[src/rtl/lu_pkg.sv]
package lu_pkg;

  typedef enum logic [2:0] {
    ST_IDLE,
    ST_PIVOT,
    ST_DIVS,
    ST_DIVW,
    ST_UPD
  } lu_state_t;

  typedef enum logic {
    SEL_L = 1'b0,
    SEL_U = 1'b1
  } lu_sel_t;

endpackage

[src/rtl/lu_div.sv]
// Signed Q-format restoring divider: quotient = num * 2^FRAC / den,
// truncated toward zero, saturated to W bits. One quotient bit per cycle.
module lu_div #(
  parameter int W    = 16,
  parameter int FRAC = 8
) (
  input  logic                clk,
  input  logic                rst_n,
  input  logic                start,
  input  logic signed [W-1:0] num,
  input  logic signed [W-1:0] den,
  output logic                done,
  output logic signed [W-1:0] quot
);
  localparam int DW = W + FRAC;
  localparam int CW = $clog2(DW + 1);
  localparam logic [CW-1:0] LAST_STEP = CW'(DW - 1);
  localparam logic [DW-1:0] POS_LIM   = DW'((2 ** (W - 1)) - 1);
  localparam logic [DW-1:0] NEG_LIM   = DW'(2 ** (W - 1));

  logic [W-1:0]  rem_q, dmag_q;
  logic [DW-1:0] dvd_q, quo_q;
  logic [CW-1:0] cnt_q;
  logic          neg_q, busy_q, done_q;

  logic [W-1:0] num_mag, den_mag;
  logic [W:0]   trial, trial_sub;
  logic         ge;

  assign num_mag   = num[W-1] ? (~num + 1'b1) : num;
  assign den_mag   = den[W-1] ? (~den + 1'b1) : den;
  assign trial     = {rem_q, dvd_q[DW-1]};
  assign ge        = trial >= {1'b0, dmag_q};
  assign trial_sub = trial - {1'b0, dmag_q};

  always_ff @(posedge clk or negedge rst_n) begin
    if (!rst_n) begin
      rem_q  <= '0;
      dmag_q <= '0;
      dvd_q  <= '0;
      quo_q  <= '0;
      cnt_q  <= '0;
      neg_q  <= 1'b0;
      busy_q <= 1'b0;
      done_q <= 1'b0;
    end else begin
      done_q <= 1'b0;
      if (start && !busy_q) begin
        rem_q  <= '0;
        dmag_q <= den_mag;
        dvd_q  <= {num_mag, {FRAC{1'b0}}};
        quo_q  <= '0;
        cnt_q  <= '0;
        neg_q  <= num[W-1] ^ den[W-1];
        busy_q <= 1'b1;
      end else if (busy_q) begin
        rem_q <= ge ? trial_sub[W-1:0] : trial[W-1:0];
        dvd_q <= {dvd_q[DW-2:0], 1'b0};
        quo_q <= {quo_q[DW-2:0], ge};
        cnt_q <= cnt_q + 1'b1;
        if (cnt_q == LAST_STEP) begin
          busy_q <= 1'b0;
          done_q <= 1'b1;
        end
      end
    end
  end

  always_comb begin
    if (neg_q) begin
      if (quo_q >= NEG_LIM) quot = {1'b1, {(W-1){1'b0}}};
      else                  quot = ~quo_q[W-1:0] + 1'b1;
    end else begin
      if (quo_q > POS_LIM)  quot = {1'b0, {(W-1){1'b1}}};
      else                  quot = quo_q[W-1:0];
    end
  end

  assign done = done_q;

  a_r4_start_only_idle: assert property (@(posedge clk) disable iff (!rst_n)
    start |-> !busy_q);
  a_r4_done_single: assert property (@(posedge clk) disable iff (!rst_n)
    done_q |=> !done_q);
  a_r4_done_ends_busy: assert property (@(posedge clk) disable iff (!rst_n)
    done_q |-> !busy_q);

endmodule

[src/rtl/lu_mac.sv]
// res = sat(acc - sat(floor(a*b / 2^FRAC)))
module lu_mac #(
  parameter int W    = 16,
  parameter int FRAC = 8
) (
  input  logic signed [W-1:0] acc,
  input  logic signed [W-1:0] a,
  input  logic signed [W-1:0] b,
  output logic signed [W-1:0] res
);
  localparam int PW = 2 * W;
  localparam logic signed [PW-1:0] P_MAX = PW'((2 ** (W - 1)) - 1);
  localparam logic signed [PW-1:0] P_MIN = -P_MAX - 1;
  localparam logic signed [W:0]    D_MAX = (W+1)'((2 ** (W - 1)) - 1);
  localparam logic signed [W:0]    D_MIN = -D_MAX - 1;

  logic signed [PW-1:0] a_x, b_x, prod, prod_sh;
  logic signed [W-1:0]  prod_sat;
  logic signed [W:0]    diff;

  assign a_x     = PW'(a);
  assign b_x     = PW'(b);
  assign prod    = a_x * b_x;
  assign prod_sh = prod >>> FRAC;

  always_comb begin
    if (prod_sh > P_MAX)      prod_sat = P_MAX[W-1:0];
    else if (prod_sh < P_MIN) prod_sat = P_MIN[W-1:0];
    else                      prod_sat = prod_sh[W-1:0];
  end

  assign diff = {acc[W-1], acc} - {prod_sat[W-1], prod_sat};

  always_comb begin
    if (diff > D_MAX)      res = D_MAX[W-1:0];
    else if (diff < D_MIN) res = D_MIN[W-1:0];
    else                   res = diff[W-1:0];
  end

endmodule

[src/rtl/lu_engine.sv]
module lu_engine
  import lu_pkg::*;
#(
  parameter int N    = 3,
  parameter int W    = 16,
  parameter int FRAC = 8,
  parameter int IW   = (N > 1) ? $clog2(N) : 1
) (
  input  logic          clk,
  input  logic          rst_n,
  input  logic          wr_en,
  input  logic [IW-1:0] wr_row,
  input  logic [IW-1:0] wr_col,
  input  logic [W-1:0]  wr_data,
  input  logic          start,
  input  logic          rd_sel,
  input  logic [IW-1:0] rd_row,
  input  logic [IW-1:0] rd_col,
  output logic [W-1:0]  rd_data,
  output logic          busy,
  output logic          done,
  output logic          err
);
  localparam logic [IW-1:0]       LAST = IW'(N - 1);
  localparam logic [IW:0]         NV   = (IW+1)'(N);
  localparam logic signed [W-1:0] ONE  = W'(2 ** FRAC);

  lu_state_t st_q;
  logic [IW-1:0] k_q, i_q, j_q;
  logic done_q, err_q;

  logic signed [W-1:0] x_q [N][N];
  logic signed [W-1:0] l_q [N][N];
  logic signed [W-1:0] u_q [N][N];

  logic                dv_start, dv_done;
  logic signed [W-1:0] dv_quot, mac_res;
  logic                wr_ok, rd_ok;

  assign dv_start = (st_q == ST_DIVS);

  lu_div #(.W(W), .FRAC(FRAC)) u_div (
    .clk  (clk),
    .rst_n(rst_n),
    .start(dv_start),
    .num  (x_q[i_q][k_q]),
    .den  (x_q[k_q][k_q]),
    .done (dv_done),
    .quot (dv_quot)
  );

  lu_mac #(.W(W), .FRAC(FRAC)) u_mac (
    .acc(x_q[i_q][j_q]),
    .a  (l_q[i_q][k_q]),
    .b  (u_q[k_q][j_q]),
    .res(mac_res)
  );

  assign wr_ok = wr_en && ({1'b0, wr_row} < NV) && ({1'b0, wr_col} < NV);

  always_ff @(posedge clk or negedge rst_n) begin
    if (!rst_n) begin
      st_q   <= ST_IDLE;
      k_q    <= '0;
      i_q    <= '0;
      j_q    <= '0;
      done_q <= 1'b0;
      err_q  <= 1'b0;
      for (int r = 0; r < N; r++) begin
        for (int c = 0; c < N; c++) begin
          x_q[r][c] <= '0;
          l_q[r][c] <= '0;
          u_q[r][c] <= '0;
        end
      end
    end else begin
      done_q <= 1'b0;
      err_q  <= 1'b0;
      case (st_q)
        ST_IDLE: begin
          if (wr_ok) x_q[wr_row][wr_col] <= wr_data;
          if (start) begin
            for (int r = 0; r < N; r++) begin
              for (int c = 0; c < N; c++) begin
                l_q[r][c] <= '0;
                u_q[r][c] <= '0;
              end
            end
            k_q  <= '0;
            st_q <= ST_PIVOT;
          end
        end
        ST_PIVOT: begin
          if (x_q[k_q][k_q] == '0) begin
            err_q <= 1'b1;
            st_q  <= ST_IDLE;
          end else begin
            u_q[k_q][k_q] <= x_q[k_q][k_q];
            l_q[k_q][k_q] <= ONE;
            if (k_q == LAST) begin
              done_q <= 1'b1;
              st_q   <= ST_IDLE;
            end else begin
              i_q  <= k_q + 1'b1;
              st_q <= ST_DIVS;
            end
          end
        end
        ST_DIVS: begin
          u_q[k_q][i_q] <= x_q[k_q][i_q];
          st_q          <= ST_DIVW;
        end
        ST_DIVW: begin
          if (dv_done) begin
            l_q[i_q][k_q] <= dv_quot;
            if (i_q == LAST) begin
              i_q  <= k_q + 1'b1;
              j_q  <= k_q + 1'b1;
              st_q <= ST_UPD;
            end else begin
              i_q  <= i_q + 1'b1;
              st_q <= ST_DIVS;
            end
          end
        end
        ST_UPD: begin
          x_q[i_q][j_q] <= mac_res;
          if (j_q == LAST) begin
            j_q <= k_q + 1'b1;
            if (i_q == LAST) begin
              k_q  <= k_q + 1'b1;
              st_q <= ST_PIVOT;
            end else begin
              i_q <= i_q + 1'b1;
            end
          end else begin
            j_q <= j_q + 1'b1;
          end
        end
        default: st_q <= ST_IDLE;
      endcase
    end
  end

  assign rd_ok = ({1'b0, rd_row} < NV) && ({1'b0, rd_col} < NV);

  always_comb begin
    rd_data = '0;
    if (rd_ok) begin
      if (lu_sel_t'(rd_sel) == SEL_U) rd_data = u_q[rd_row][rd_col];
      else                            rd_data = l_q[rd_row][rd_col];
    end
  end

  assign busy = (st_q != ST_IDLE);
  assign done = done_q;
  assign err  = err_q;

  a_r9_done_err_excl: assert property (@(posedge clk) disable iff (!rst_n)
    !(done_q && err_q));
  a_r9_done_pulse: assert property (@(posedge clk) disable iff (!rst_n)
    done_q |=> !done_q);
  a_r9_err_pulse: assert property (@(posedge clk) disable iff (!rst_n)
    err_q |=> !err_q);
  a_r2_busy_after_start: assert property (@(posedge clk) disable iff (!rst_n)
    (start && st_q == ST_IDLE) |=> busy);
  a_r7_err_from_zero_pivot: assert property (@(posedge clk) disable iff (!rst_n)
    err_q |-> ($past(st_q == ST_PIVOT) && $past(x_q[k_q][k_q] == '0)));
  a_r3_diag_one: assert property (@(posedge clk) disable iff (!rst_n)
    (st_q == ST_PIVOT && x_q[k_q][k_q] != '0) |=> (l_q[k_q][k_q] == ONE));
  a_r4_div_before_update: assert property (@(posedge clk) disable iff (!rst_n)
    (st_q == ST_UPD) |-> !dv_done);

endmodule

[config.mk]
export PLATFORM = sky130hd
export DESIGN_NAME = lu_engine
export DESIGN_NICKNAME = d
export VERILOG_FILES = /design/src/rtl/lu_pkg.sv /design/src/rtl/lu_div.sv /design/src/rtl/lu_mac.sv /design/src/rtl/lu_engine.sv
export SDC_FILE = /design/constraint.sdc
export NUM_CORES = 2
export LEC_CHECK = 0
export ABC_AREA = 1
export BUFFER_PORTS_ARGS = -buffer_cell sky130_fd_sc_hd__buf_2
export CAP_MARGIN = 0
export CORE_MARGIN = 4
export CORE_UTILIZATION = 50
export DETAILED_ROUTE_END_ITERATION = 12
export PLACE_DENSITY = 0.75
export RECOVER_POWER = 25
export SKIP_LAST_GASP = 1
export SYNTH_ARGS = -nofsm -noshare
export SYNTH_HDL_FRONTEND = slang
export SYNTH_HIERARCHICAL = 1
export SYNTH_SLANG_ARGS = --single-unit
[constraint.sdc]
create_clock -name clk -period 13.2 [get_ports clk]
set_input_delay 0.66 -clock clk [delete_from_list [all_inputs] [get_ports clk]]
set_output_delay 0.66 -clock clk [all_outputs]
set_load 0.01 [all_outputs]
==> qor.txt <==
SETUP PATH
------------------------------------------------------------------------------------------
Crit path top cell by count                                                        nand2_1
Cell with the largest stage delay on the worst path                               clkinv_1
Worst path max stage delay                                                          960 ps
Worst reg-to-reg path cell count                                                        44
Crit path kind                                                                     reg2reg
Largest fanout of any net on the critical path                                          16
Reg-to-reg endpoint                                                                x_q[24]
Critical register-to-register path startpoint                                       k_q[1]
Kind of end point of the critical path                                           flip-flop
Crit path arrival time                                                            13170 ps
Required time at the endpoint of the critical path                                13770 ps
Setup slack of the worst register-to-register path                                  600 ps
Startpoint Class                                                                 flip-flop

CTS
------------------------------------------------------------------------------------------
Clock latency on the worst-skew pair                                                710 ps
Clock edge transition at the registers on the reported setup and hold paths          60 ps
Clock Sink Count                                                                       523
Number of hold buffers added after cts                                                   0
Buffer count from post-CTS setup fixing                                                  0
H-tree depth                                                                             2
Resized cells post-CTS                                                                   0
CTS Buf Count                                                                           60
Buffer cell driving the clock tree root                                          clkbuf_16
Maximum number of buffers from clock root to sink                                        3
TritonCTS clock tree                                                                   yes

DIE
------------------------------------------------------------------------------------------
Die outline width                                                                   324 um
Number of placed I/O pins                                                               48
Die Footprint                                                                  105000 um^2
Core area                                                                       98700 um^2
Die Y                                                                               324 um
Initial Utilization                                                                  50.6%
Std-Cell Rows                                                                          115

SYNTH
------------------------------------------------------------------------------------------
Distinct cells, synth                                                                   63
Synthesized area divided by synthesized cell count                               6.80 um^2
FF+latch count, synth                                                                  523
Net count after synthesis                                                             7764
Number of warnings printed during yosys synthesis                                        6
Register area share after synthesis                                                  26.2%
Synthesized area                                                                50000 um^2
Leading cell types by count after synthesis                                   nand2_1 (2083), inv_1 (1078), o21ai_0 (592)
Top cells by area, synth                                                      dfrtp_1 (26%), nand2_1 (16%), fa_1 (11%)
Number of instances in the synthesized netlist                                        7351
Dominant cell by count in the synthesized netlist                                  nand2_1
Number of flops mapped to enable cells by yosys                                          0
Top cell type's share of synthesized area                                            26.2%
Async set-or-reset flop fraction in the synthesized netlist                           100%
Dominant synthesized flop cell                                                     dfrtp_1
Cell accounting for the most synthesized area                                      dfrtp_1

FINAL LAYOUT
------------------------------------------------------------------------------------------
Fin nets                                                                              7515
Fraction of layout cells with a size suffix above 1                                  6.32%
Synthesis-to-finish area growth                                                      5.73%

PWR
------------------------------------------------------------------------------------------
Cell internal pwr                                                                0.00610 W
Leakage component of the power                                                     26.2 nW
Flop pwr share                                                                       14.6%
Power density relative to cell area                                            299 nW/um^2
Clock power share                                                                    10.8%
Sw Share                                                                             61.4%
Maximum resistive drop on vdd                                                   0.000512 V
Power share of the combinational group                                               74.6%
Total Power Consumption                                                           0.0158 W
Switch Pwr                                                                       0.00971 W

GRT
------------------------------------------------------------------------------------------
Number of antenna violations at the first check in global routing                        8
Largest net degree at the start of global routing                                      167
Leftover overflow at the end of global routing                                           0
First-pass GRT wire length                                                       303000 um
GRT Resource Usage Total                                                             37.0%
Via count of the first global-routing pass                                           50763

TIMING
------------------------------------------------------------------------------------------
Total of endpoints with negative setup slack in the final report                         0
Slew Viols, Final                                                                      320
Fin Clk Skew                                                                       51.0 ps
Worst-Margin Slew                                                                  6750 ps
Maximum clock frequency                                                           79.4 MHz
Portion of the clock cycle consumed by the worst path in the final layout            95.5%
Setup TNS Final                                                                       0 ps
Min cycle time layout                                                             12600 ps
Max_slew headroom                                                                    -350%
Unrepaired setup endpoints after global routing                                         no
Number of endpoints with negative hold slack in the final report                         0

PLACE
------------------------------------------------------------------------------------------
Placer congestion estimate                                                            1.02
Quantity of I/O buffers inserted on ports                                               47
Detailed placer's ending HPWL                                                    127000 um

HOLD PATH
------------------------------------------------------------------------------------------
Path class of the lowest-slack min-delay path                                      reg2reg
Min-Delay Endpoint                                                                l_q[132]
Launch instance of the worst min-delay path                                       l_q[132]
Hold path cells                                                                          2

DETAILED ROUTING
------------------------------------------------------------------------------------------
Count of routing violations after the opening detailed-route iteration                8845
Antenna-violating nets left                                                              0
Post-DR vias/cell                                                                     6.45
DR WL/cell                                                                         23.7 um
Total iterations of the first detailed-routing run                                       7
Routed wire length                                                               199000 um
Remaining design rule violation count                                                    0
Vias after detailed routing                                                          54368

OUTCOME
------------------------------------------------------------------------------------------
Status                                                                        finished, violations left
Violated checks                                                               max-capacitance violations, max-slew violations

RUN
------------------------------------------------------------------------------------------
Number of max-cap violations                                                             3

==> flip-flops by register name (all words and copies together), names as in the netlist <==
name and count:
u_div/busy_q 1, done 1, u_div/neg_q 1, i_q 2, st_q 3, u_div/cnt_q 5, u_div/dvd_q 16, l_q 144
u_div/rem_q 16, u_div/quo_q 24, u_div/done 1, u_q 144, u_div/dmag_q 16, err 1, x_q 144, j_q 2
k_q 2
==> metal layers <==
layer / wire [um] / track usage [%] / vias up
li1: - / - / 23713
met2: 79000 / 52.5 / 4576
met4: 16000 / 22.5 / 4
met1: 72700 / 48.6 / 24978
met5: 29 / 0 / -
met3: 31800 / 12.7 / 1097
==> cells in the final DEF (no fill, tap or decap), types with 12 or more instances in the layout <==
cell type     n
o21ai_0     575
nor3_1       25
xnor2_1      26
o22ai_1     416
nand2_2      43
buf_4       138
xor2_1       36
a22oi_1      67
nor2_1      208
nand3_2      12
mux2_2       14
nor2_2       15
ha_1        121
buf_2        45
clkbuf_16    60
o211ai_1     49
nor2_4       13
a21oi_2      15
inv_1      1073
clkinv_1     47
inv_2        17
nand4_1     371
a221o_1      14
nand2_1    2082
nand3_1     232
a21oi_1     414
clkbuf_8     18
o221ai_1     52
dfrtp_1     521
fa_1        263
o21ai_1      20
==> final cells by class <==
cell class	count	area [um^2]
fillers	9491	45900
multi-input cells	5190	30600
flip-flops and latches	523	13100
inverters	1140	4290
clock buffers	87	1780
well taps	1287	1610
repair buffers	187	1290
clock inverters	14	129
diodes	4	10.0
==> how the worst max path moves through the flow <==
stage / to / slack [ps] / from
after floorplan: x_q[55] / 3190 / i_q[1]
after global placement: x_q[104] / 1330 / k_q[1]
after detailed placement: x_q[48] / 1140 / k_q[1]
after CTS: x_q[48] / 1140 / k_q[1]
after global routing: x_q[16] / 270 / k_q[1]
final: x_q[24] / 600 / k_q[1]
==> kinds of logic (layout without fill, tap and decap cells) <==
kind of cell	Yosys count	in the layout	share of synthesized area (%)
simple gates	3044	3044	26.3
compound gates	1677	1677	19.3
buf+inv	1638	1428	12.9
flops	523	523	26.2
fa+ha+maj	384	384	13.6
xor+xnor	63	63	1.14
mux	22	22	0.496
other cells	0	4	0
==> stage by stage <==
step           instances  util [%]  cell area, um^2  hold slack (ps)  setup slack [ps]
2_1_floorplan       7351         -            50000              364              3190
3_3_place_gp        8327      51.6            50900              454              1330
3_5_place_dp        8327      51.6            50900              458              1140
4_1_cts             8428      53.5            52800              141              1140
5_1_grt             8428      53.5            52800              487               270
6_report            8432      53.5            52800              469               600
==> worst max-delay path, delay by kind of cell (launching register included) <==
| kind | cells | cell delay (ps) |
|---|---|---|
| AND/OR/NAND/NOR | 16 | 2720 |
| adder cells (fa/ha/maj) | 9 | 4120 |
| XOR/XNOR | 1 | 300 |
| flip-flops | 1 | 560 |
| AO/OA/AOI/OAI | 10 | 3160 |
| buffers and inverters | 8 | 1600 |
==> power by group through the flow <==
stage | Combinational, W | Sequential, W | Clock (W)
CTS | 0.0113 | 0.00230 | 0.00170
finish | 0.0118 | 0.00232 | 0.00171
global route | 0.0125 | 0.00236 | 0.00177
floorplan | 0.00742 | 0.00223 | 0
global placement | 0.0111 | 0.00231 | 0
detailed placement | 0.0112 | 0.00232 | 0
No activity file was read; power rests on OpenSTA's default activity.
